===== config.mk =====
export PLATFORM = sky130hd
export DESIGN_NAME = dma_eob_channel
export DESIGN_NICKNAME = d
export VERILOG_FILES = /design/src/rtl/dma_eob_pkg.sv /design/src/rtl/dma_eob_fsm.sv /design/src/rtl/dma_eob_regs.sv /design/src/rtl/dma_eob_channel.sv
export SDC_FILE = /design/constraint.sdc
export NUM_CORES = 1
export LEC_CHECK = 0
export ABC_AREA = 1
export BUFFER_PORTS_ARGS = -buffer_cell sky130_fd_sc_hd__buf_4
export CORE_MARGIN = 2
export CORE_UTILIZATION = 53
export CTS_CLUSTER_DIAMETER = 100
export DETAILED_ROUTE_END_ITERATION = 12
export HOLD_SLACK_MARGIN = 0.12
export PLACE_DENSITY = 0.8
export SYNTH_ARGS = -nofsm -noshare
export SYNTH_HDL_FRONTEND = slang
export SYNTH_SLANG_ARGS = --single-unit

===== constraint.sdc =====
create_clock -name clk -period 2.1 [get_ports clk]
set_input_delay 0 -clock clk [delete_from_list [all_inputs] [get_ports clk]]
set_output_delay 0 -clock clk [all_outputs]
set_load 0.03 [all_outputs]

===== src/rtl/dma_eob_pkg.sv =====
package dma_eob_pkg;

    typedef enum logic [1:0] {
        ST_IDLE = 2'd0,
        ST_MOVE = 2'd1,
        ST_INCR = 2'd2,
        ST_DECR = 2'd3
    } dma_state_e;

endpackage


===== src/rtl/dma_eob_fsm.sv =====
module dma_eob_fsm
    import dma_eob_pkg::*;
(
    input  logic       clk,
    input  logic       rst_n,
    input  logic       go_i,
    input  logic       suspend_i,
    input  logic       bus_ready_i,
    output dma_state_e state_o,
    output logic       bus_valid_o,
    output logic       step_inc_o,
    output logic       step_dec_o
);

    dma_state_e state_q, state_d;

    // next-state selection
    always_comb begin
        state_d = state_q;
        unique case (state_q)
            ST_IDLE: if (go_i)        state_d = ST_MOVE;
            ST_MOVE: if (bus_ready_i) state_d = ST_INCR;
            ST_INCR: if (!suspend_i)  state_d = ST_DECR;
            ST_DECR: if (!suspend_i)  state_d = ST_IDLE;
            default:                  state_d = ST_IDLE;
        endcase
    end

    always_ff @(posedge clk or negedge rst_n) begin
        if (!rst_n) state_q <= ST_IDLE;
        else        state_q <= state_d;
    end

    // outputs decoded from state
    always_comb begin
        bus_valid_o = 1'b0;
        step_inc_o  = 1'b0;
        step_dec_o  = 1'b0;
        unique case (state_q)
            ST_IDLE: ;
            ST_MOVE: bus_valid_o = 1'b1;
            ST_INCR: step_inc_o  = !suspend_i;
            ST_DECR: step_dec_o  = !suspend_i;
            default: ;
        endcase
    end

    assign state_o = state_q;

    AST_VALID_HOLD: assert property (@(posedge clk) disable iff (!rst_n)
        bus_valid_o && !bus_ready_i |=> bus_valid_o);

    AST_NO_START_SUSP: assert property (@(posedge clk) disable iff (!rst_n)
        suspend_i && state_q == ST_IDLE |=> state_q != ST_MOVE);

    AST_DEC_AFTER_INC: assert property (@(posedge clk) disable iff (!rst_n)
        step_dec_o |-> $past(state_q) inside {ST_INCR, ST_DECR});

endmodule


===== src/rtl/dma_eob_regs.sv =====
module dma_eob_regs #(
    parameter int RF_AW   = 8,
    parameter int MEM_AW  = 16,
    parameter int RF_MAX  = 222,
    parameter int MEM_MAX = 65536,
    parameter int CW      = 17
) (
    input  logic              clk,
    input  logic              rst_n,
    input  logic              load_i,
    input  logic              cfg_space_i,
    input  logic              cfg_dir_tx_i,
    input  logic              cfg_rx_en_i,
    input  logic              cfg_tx_en_i,
    input  logic [MEM_AW-1:0] cfg_addr_i,
    input  logic [CW-1:0]     cfg_count_i,
    input  logic              step_inc_i,
    input  logic              step_dec_i,
    input  logic              suspend_i,
    output logic [MEM_AW-1:0] addr_o,
    output logic              space_o,
    output logic              dir_tx_o,
    output logic              active_o,
    output logic              last_o,
    output logic              rx_eob_o,
    output logic              tx_eob_o
);

    localparam logic [MEM_AW-1:0] RF_MASK = {{(MEM_AW-RF_AW){1'b0}}, {RF_AW{1'b1}}};
    localparam logic [CW-1:0]     RF_LIM  = CW'(RF_MAX);
    localparam logic [CW-1:0]     MEM_LIM = CW'(MEM_MAX);

    logic [MEM_AW-1:0] addr_q, addr_inc, load_addr;
    logic [CW-1:0]     cnt_q;
    logic              space_q, dir_tx_q, arm_rx_q, arm_tx_q, rx_eob_q, tx_eob_q;
    logic              limit_ok;

    assign limit_ok  = (cfg_count_i != '0) &&
                       (cfg_count_i <= (cfg_space_i ? MEM_LIM : RF_LIM));
    assign load_addr = cfg_space_i ? cfg_addr_i : (cfg_addr_i & RF_MASK);
    assign addr_inc  = space_q ? (addr_q + 1'b1) : ((addr_q + 1'b1) & RF_MASK);

    always_ff @(posedge clk or negedge rst_n) begin
        if (!rst_n) begin
            addr_q   <= '0;
            cnt_q    <= '0;
            space_q  <= 1'b0;
            dir_tx_q <= 1'b0;
            arm_rx_q <= 1'b0;
            arm_tx_q <= 1'b0;
            rx_eob_q <= 1'b0;
            tx_eob_q <= 1'b0;
        end else if (load_i) begin
            rx_eob_q <= 1'b0;
            tx_eob_q <= 1'b0;
            arm_rx_q <= cfg_rx_en_i && limit_ok;
            arm_tx_q <= cfg_tx_en_i && limit_ok;
            if (limit_ok) begin
                addr_q   <= load_addr;
                cnt_q    <= cfg_count_i;
                space_q  <= cfg_space_i;
                dir_tx_q <= cfg_dir_tx_i;
            end
        end else begin
            if (step_inc_i) addr_q <= addr_inc;
            if (step_dec_i) begin
                cnt_q <= cnt_q - 1'b1;
                if (cnt_q == CW'(1)) begin
                    if (dir_tx_q) begin
                        arm_tx_q <= 1'b0;
                        tx_eob_q <= 1'b1;
                    end else begin
                        arm_rx_q <= 1'b0;
                        rx_eob_q <= 1'b1;
                    end
                end
            end
        end
    end

    assign addr_o   = addr_q;
    assign space_o  = space_q;
    assign dir_tx_o = dir_tx_q;
    assign active_o = dir_tx_q ? arm_tx_q : arm_rx_q;
    assign last_o   = (cnt_q == CW'(1));
    assign rx_eob_o = rx_eob_q;
    assign tx_eob_o = tx_eob_q;

    AST_RF_ADDR_RANGE: assert property (@(posedge clk) disable iff (!rst_n)
        !space_q |-> (addr_q & ~RF_MASK) == '0);

    AST_CNT_LIMIT: assert property (@(posedge clk) disable iff (!rst_n)
        active_o |-> cnt_q != '0 && cnt_q <= (space_q ? MEM_LIM : RF_LIM));

    AST_SUSP_FREEZE: assert property (@(posedge clk) disable iff (!rst_n)
        suspend_i && !load_i |=> $stable(addr_q) && $stable(cnt_q));

    AST_EOB_EXCL: assert property (@(posedge clk) disable iff (!rst_n)
        $onehot0({rx_eob_q, tx_eob_q}));

    AST_EOB_DISARM: assert property (@(posedge clk) disable iff (!rst_n)
        $rose(rx_eob_q) || $rose(tx_eob_q) |-> !active_o);

endmodule


===== src/rtl/dma_eob_channel.sv =====
module dma_eob_channel
    import dma_eob_pkg::*;
#(
    parameter int RF_AW   = 8,
    parameter int MEM_AW  = 16,
    parameter int DW      = 8,
    parameter int RF_MAX  = 222,
    parameter int MEM_MAX = 65536,
    parameter int CW      = $clog2(MEM_MAX + 1)
) (
    input  logic              clk,
    input  logic              rst_n,
    input  logic              cfg_load_i,
    input  logic              cfg_space_i,
    input  logic              cfg_dir_tx_i,
    input  logic              cfg_rx_en_i,
    input  logic              cfg_tx_en_i,
    input  logic [MEM_AW-1:0] cfg_addr_i,
    input  logic [CW-1:0]     cfg_count_i,
    input  logic              req_i,
    input  logic              suspend_i,
    input  logic [DW-1:0]     pdr_rdata_i,
    output logic              pdr_wr_o,
    output logic [DW-1:0]     pdr_wdata_o,
    output logic              ack_o,
    output logic              evt_o,
    output logic              rx_eob_o,
    output logic              tx_eob_o,
    output logic              bus_valid_o,
    input  logic              bus_ready_i,
    output logic              bus_write_o,
    output logic              bus_space_o,
    output logic [MEM_AW-1:0] bus_addr_o,
    output logic [DW-1:0]     bus_wdata_o,
    input  logic [DW-1:0]     bus_rdata_i
);

    dma_state_e state;
    logic       go, load_ok, step_inc, step_dec;
    logic       active, last, dir_tx, space;

    assign load_ok = cfg_load_i && (state == ST_IDLE);
    assign go      = active && req_i && !suspend_i && !cfg_load_i;

    dma_eob_fsm u_fsm (
        .clk         (clk),
        .rst_n       (rst_n),
        .go_i        (go),
        .suspend_i   (suspend_i),
        .bus_ready_i (bus_ready_i),
        .state_o     (state),
        .bus_valid_o (bus_valid_o),
        .step_inc_o  (step_inc),
        .step_dec_o  (step_dec)
    );

    dma_eob_regs #(
        .RF_AW   (RF_AW),
        .MEM_AW  (MEM_AW),
        .RF_MAX  (RF_MAX),
        .MEM_MAX (MEM_MAX),
        .CW      (CW)
    ) u_regs (
        .clk          (clk),
        .rst_n        (rst_n),
        .load_i       (load_ok),
        .cfg_space_i  (cfg_space_i),
        .cfg_dir_tx_i (cfg_dir_tx_i),
        .cfg_rx_en_i  (cfg_rx_en_i),
        .cfg_tx_en_i  (cfg_tx_en_i),
        .cfg_addr_i   (cfg_addr_i),
        .cfg_count_i  (cfg_count_i),
        .step_inc_i   (step_inc),
        .step_dec_i   (step_dec),
        .suspend_i    (suspend_i),
        .addr_o       (bus_addr_o),
        .space_o      (space),
        .dir_tx_o     (dir_tx),
        .active_o     (active),
        .last_o       (last),
        .rx_eob_o     (rx_eob_o),
        .tx_eob_o     (tx_eob_o)
    );

    assign bus_write_o = !dir_tx;
    assign bus_space_o = space;
    assign bus_wdata_o = pdr_rdata_i;
    assign pdr_wdata_o = bus_rdata_i;
    assign pdr_wr_o    = bus_valid_o && bus_ready_i && dir_tx;
    assign ack_o       = step_dec;
    assign evt_o       = step_dec && !last;

    AST_EVT_WITH_ACK: assert property (@(posedge clk) disable iff (!rst_n)
        evt_o |-> ack_o);

    AST_EOB_NO_EVT: assert property (@(posedge clk) disable iff (!rst_n)
        $rose(rx_eob_o) || $rose(tx_eob_o) |-> $past(ack_o) && !$past(evt_o));

    AST_ADDR_HOLD: assert property (@(posedge clk) disable iff (!rst_n)
        bus_valid_o && !bus_ready_i |=> $stable(bus_addr_o));

endmodule


# Word level (Yosys, flattened, before mapping)
# Index checks and enable logic that the tools add are counted.
# W data, S select, Z words.
# totals
input_bits	59
reg_bits	41
# op_classes
order_cmp	1
eq_ne	10
n_reduce_logical	26
addsub	2
n_mux	34
# op_table
op	count
$mux W16	5
$mux W17	4
$mux W1	20
$eq A17 B1 Y1 const B	1
$le A17 B17 Y1	1
$reduce_bool A17 Y1	1
$sub A17 B1 Y17 const B	1
$add A16 B1 Y16 const B	1
$logic_and A1 B1 Y1	10
$ne A2 B2 Y1 const B	5
$mux W2	4
$pmux W2 S4	1
$reduce_bool A2 Y1	4
$reduce_and A2 Y1	3
$reduce_and A3 Y1	2
$eq A2 B2 Y1 const B	2
$logic_not A1 Y1	4
$reduce_and A4 Y1	1
$eq A2 B1 Y1 const B	1
$logic_not A2 Y1	1
$ne A2 B1 Y1 const B	1

# Logic depth before layout (Yosys ltp)
# depth
depth_word	6
ltp_mapped	15
mapped_depth_nobuf	14

# By module
# A second synthesis with hierarchy kept.
# hier_totals
hier_cells	551
hier_area_um2	3418.3
# by_module_without_submodules
mod	instances	cells_per_inst	area_each_um2	seq_area_each_um2
dma_eob_regs	1	494	3046.7	975.9
dma_eob_fsm	1	28	200.2	50.0
dma_eob_channel	1	29	171.4	0.0

# Least setup slack after synthesis
# Ideal clock, no wire load.
# synth_timing
kind	register -> register
from	register u_regs.addr_q[0], in the netlist u_regs.addr_o[0]
to	register u_regs.addr_q[12], in the netlist u_regs.addr_o[12]
stages_incl_launch_ff	11
slack_ns	0.424
path_buffers	0
setup_ns	0.118
arrival_ns	1.559
path_cell_list	dfrtp_1 > ha_1 > nand2_1 > nor2_2 > nand2_1 > nor2_2 > nand3_1 > nand3_1 > nand2_1 > nand2_1 > nand2_1
# synth_between
elab_chain_len	4
# synth_lines
item	line	rtl
start: declaration	dma_eob_regs.sv:33	logic [MEM_AW-1:0] addr_q, addr_inc, load_addr;
start signal: assignment	dma_eob_regs.sv:59	addr_q <= load_addr;
start signal: assignment	dma_eob_regs.sv:65	if (step_inc_i) addr_q <= addr_inc;
$add A16 B1 Y16	dma_eob_regs.sv:41	assign addr_inc = space_q ? (addr_q + 1'b1) : ((addr_q + 1'b1) & RF_MASK);
$mux W16	dma_eob_regs.sv:41	
$mux W16	dma_eob_regs.sv:65	
$mux W16	dma_eob_regs.sv:53	end else if (load_i) begin
# No other way between the ends. The select of a mux whose other input is x is not followed.
# A chain may end at the register's enable or synchronous reset.

# Worst setup path in the final report
# layout_timing
from	input port cfg_space_i
to	register u_regs.cnt_q[3]
# layout_between
elab_chain_len	5
# layout_lines
item	line	rtl
start: declaration	dma_eob_channel.sv:14	input logic cfg_space_i,
$mux W17	dma_eob_regs.sv:39	(cfg_count_i <= (cfg_space_i ? MEM_LIM : RF_LIM));
$le A17 B17 Y1	dma_eob_regs.sv:39	
$logic_and A1 B1 Y1	dma_eob_regs.sv:38	assign limit_ok = (cfg_count_i != '0) &&
$ne A2 B1 Y1 (no source line)	--	
$reduce_and A2 Y1 (no source line)	--	
end signal: assignment	dma_eob_regs.sv:60	cnt_q <= cfg_count_i;
end signal: assignment	dma_eob_regs.sv:67	cnt_q <= cnt_q - 1'b1;
end: declaration	dma_eob_regs.sv:34	logic [CW-1:0] cnt_q;
# No other way between the ends.

==> metrics.csv <==
stage;metric;value;unit
status;outcome;finished, final reports clean;
sta;relSlewSlack;54.1;%
cells_and_area;fillers;528;
clocking;cts_buffers;5;
synth;async_flop_share;100;%
worst_setup_path;crit_path_start_kind;input pin;
sta;setup_tns;0;ps
floorplanning;rows;29;
floorplanning;die_h;83.9;um
sta;hold_viol_final;0;
cells_and_area;register_area;1030;um^2
clocking;post_cts_buffers;0;
worst_setup_path;crit_family;buffers and inverters;
global_routing;grt.total_usage;27.3;%
synth;synth.avg_cell_area;6.24;um^2
worst_setup_path;critical_path_class;in -> reg;
placement;routabilityCongestion;0.912;
global_routing;grt_pass1_wl;15.8;mm
worst_setup_path;cp_slowest_stage_delay;550;ps
synth;synth.distinct_cells;27;
cells_and_area;area_growth_syn_to_layout;34.2;%
global_routing;grt.busiest_layer;met2;
global_routing;use_met3;4.25;%
power;swShare;48.8;%
floorplanning;die_area;7030;um^2
power;p_per_area;1120;nW/um^2
run;max-cap-violations;0;
global_routing;grtUsageMet1;35.6;%
detailed_routing;vias;3815;
sta;setup_viol;0;
power;intPower;2.59;mW
global_routing;grt_max_degree;42;
sta;clock-skew-final;9.68;ps
cells_and_area;multi_input_area;1970;um^2
synth;syn_inst;542;
detailed_routing;route.detailed.wl_per_inst;13.1;um
detailed_routing;routed_via_density;5.25;
sta;fin_crit_sh;91.0;%
power;combPwrFrac;55.5;%
synth;synthesis.area;3380;um^2
synth;syn_nets;616;
sta;layout_min_cycle_time;1910;ps
detailed_routing;drtIter0Drc;350;
synth;synth_top_flop_cell;dfrtp_1;
worst_setup_path;worstPathMaxFanout;27;
power;seqPwrFrac;28.7;%
cells_and_area;diodes;0;
sta;drv_slew;0;
floorplanning;die_x;83.9;um
synth;ys_seq_area_share;30.4;%
clocking;htreeDepth;2;
clocking;cts_tree;built;
detailed_routing;drc_errors;0;
clocking;cts.sinks;41;
floorplanning;initial_core_util;54.1;%
cells_and_area;utilization;72.7;%
global_routing;grt_overflow;0;
power;p_switching;2.47;mW
worst_setup_path;crit_path_end_kind;register;
detailed_routing;routed_wl;9.56;mm
global_routing;grtUsageMet2;46.1;%
detailed_routing;first_pass_iters;5;
clocking;clk_pin_slew_worst_paths;90;ps
floorplanning;coreArea;6240;um^2
worst_setup_path;path_cells;dlygate4sd3_1 -> buf_4 -> ha_1 -> nand2_1 -> inv_1 -> nand2_1 -> nand2_1 -> nor2_1 -> nand2_1 -> nand2_2 -> nand2_8 -> buf_4 -> nand3_1 -> nand2_1;
power;p_leak;2.39;nW
sta;maxClockFrequency;523;MHz
clocking;cts_max_path_buffers;2;
synth;synth_edf_count;0;
placement;place.port_buffers;66;
power;clock_power_share;15.8;%
clocking;root_buffer;clkbuf_8;
clocking;clock_latency;310;ps
floorplanning;pin_count;99;
detailed_routing;antenna_left;0;
synth;yosys_register_bits;41;
sta;rsz0062_at_grt;false;
worst_hold_path;hp-class;in -> reg;
power;ir_drop;0.726;mV
worst_setup_path;path_buf_inv;4;
worst_setup_path;cp.required;2300;ps
worst_setup_path;cp_slowest_cell;dlygate4sd3_1;
global_routing;first_global_vias;3488;
global_routing;antenna_found_initial;0;
worst_setup_path;cp_common_cell;nand2_1;
synth;yosys_warnings;0;
worst_setup_path;crit_arrival;2110;ps
cells_and_area;drive_gt1_share;14.6;%
cells_and_area;fin_nets;723;
sta;worstMarginPinSlew;685;ps
placement;dp_hpwl;6.49;mm
[worst reg2reg max path, stage by stage, from the launching register on]
cell and delay (ps):
dfrtp_1 430, inv_1 120, ha_1 230, nand2_4 150, a21oi_2 300, nand2_8 190, buf_4 240, nand3_1 90
nand2_1 60
[stage by stage]
step | instance area (um^2) | instances | total power, mW | setup slack [ps] | hold WS, ps
6_report | 4540 | 727 | 5.07 | 189 | 122
5_1_grt | 4540 | 727 | 5.50 | 25.5 | 169
4_1_cts | 4520 | 727 | 5.02 | 105 | 122
3_5_place_dp | 3820 | 663 | 4.07 | 184 | 0.205
3_3_place_gp | 3820 | 663 | 3.97 | 285 | 0.205
2_1_floorplan | 3380 | 542 | 3.33 | 424 | -296
[cell usage after synthesis, types with 2 or more instances]
| master | instances | area [um^2] |
|---|---|---|
| nand2_1 | 206 | 773 |
| nand3_1 | 64 | 320 |
| nor2_1 | 64 | 240 |
| inv_1 | 52 | 195 |
| dfrtp_1 | 41 | 1030 |
| o21ai_0 | 23 | 115 |
| buf_4 | 18 | 135 |
| ha_1 | 15 | 188 |
| a21oi_1 | 9 | 45.0 |
| clkbuf_1 | 7 | 26.3 |
| a31oi_1 | 5 | 31.3 |
| nand4_1 | 4 | 25.0 |
| nor2_2 | 4 | 25.0 |
| buf_6 | 3 | 33.8 |
| nand2_2 | 3 | 18.8 |
| nand2_4 | 3 | 33.8 |
| nand3b_1 | 3 | 22.5 |
| nor3_1 | 3 | 15.0 |
| o21bai_1 | 3 | 22.5 |
| xor2_1 | 3 | 26.3 |
| o21ai_1 | 2 | 10.0 |
| xnor2_1 | 2 | 17.5 |
[power groups by stage]
| stage | sequential, mW | clock [mW] | combinational, mW |
|---|---|---|---|
| after CTS | 1.44 | 0.804 | 2.78 |
| final | 1.45 | 0.799 | 2.81 |
| after floorplan | 1.59 | 0 | 1.74 |
| after detailed placement | 1.45 | 0 | 2.62 |
| after global placement | 1.44 | 0 | 2.54 |
| after global routing | 1.50 | 0.839 | 3.16 |
[logic make-up after synthesis]
logic type,share of synthesized area (%)
and+or+nand+nor,44.1
buffers and inverters,11.8
AOI/OAI and AO/OA,6.89
DFF,30.4
adders and majority gates,5.55
xor gates and xnor gates,1.30
[worst paths after layout]
| kind | from | endpoint | slack, ps | depth (start not counted) |
|---|---|---|---|---|
| max in group asynchronous | rst_n | u_regs.cnt_q[6] | 1500 | 2 |
| hold reg to reg | u_regs.tx_eob_o | u_regs.tx_eob_o | 540 | 2 |
| setup / recovery | cfg_space_i | u_regs.cnt_q[3] | 190 | 14 |
| setup reg to reg | u_fsm.state_o[0] | u_regs.cnt_q[3] | 200 | 8 |
| min in group asynchronous | rst_n | u_regs.addr_o[12] | 220 | 2 |
| hold / removal | cfg_count_i[6] | u_regs.cnt_q[6] | 120 | 5 |
[area by class of cell]
class                      instances  area share [%]
timing repair buffer             129            24.4
multi-input combinational        419            43.4
tap                               77            2.12
clock inverter                     3            1.52
clock buffer                       5            1.52
inverter                          53            4.39
sequential                        41            22.6
[registers in the layout (all words and copies together), names as in the netlist]
register         flops
u_regs.cnt_q        17
u_regs.tx_eob_o      1
u_regs.arm_rx_q      1
u_regs.addr_o       16
u_regs.space_o       1
u_regs.arm_tx_q      1
u_fsm.state_o        2
u_regs.dir_tx_o      1
u_regs.rx_eob_o      1
[cells in the final DEF, fill, tap and decap left out, types with 2 or more instances in the layout]
master | Yosys | final
nand2_1 | 206 | 206
buf_4 | 18 | 73
nor2_1 | 64 | 64
nand3_1 | 64 | 64
dlygate4sd3_1 | 0 | 56
inv_1 | 52 | 52
dfrtp_1 | 41 | 41
o21ai_0 | 23 | 23
ha_1 | 15 | 15
a21oi_1 | 9 | 9
a31oi_1 | 5 | 5
clkbuf_8 | 0 | 5
nor2_2 | 4 | 4
nand4_1 | 4 | 4
nand3b_1 | 3 | 3
nor3_1 | 3 | 3
nand2_4 | 3 | 3
xor2_1 | 3 | 3
o21bai_1 | 3 | 3
nand2_2 | 3 | 2
o21ai_1 | 2 | 2
xnor2_1 | 2 | 2
bufinv_16 | 0 | 2
[what timing repair did]
item,CTS,global route
hold endpoints to repair,95,0
hold buffers,56,0
setup endpoints to repair,0,28
gates resized for setup,0,2
[layer usage]
metal | vias to the layer above | wire length [um]
li1 | 1905 | -
met1 | 1753 | 4060
met2 | 136 | 4680
met3 | 21 | 598
met4 | 0 | 219
met5 | - | 0
Note: power is estimated with default switching activity, not from simulation.
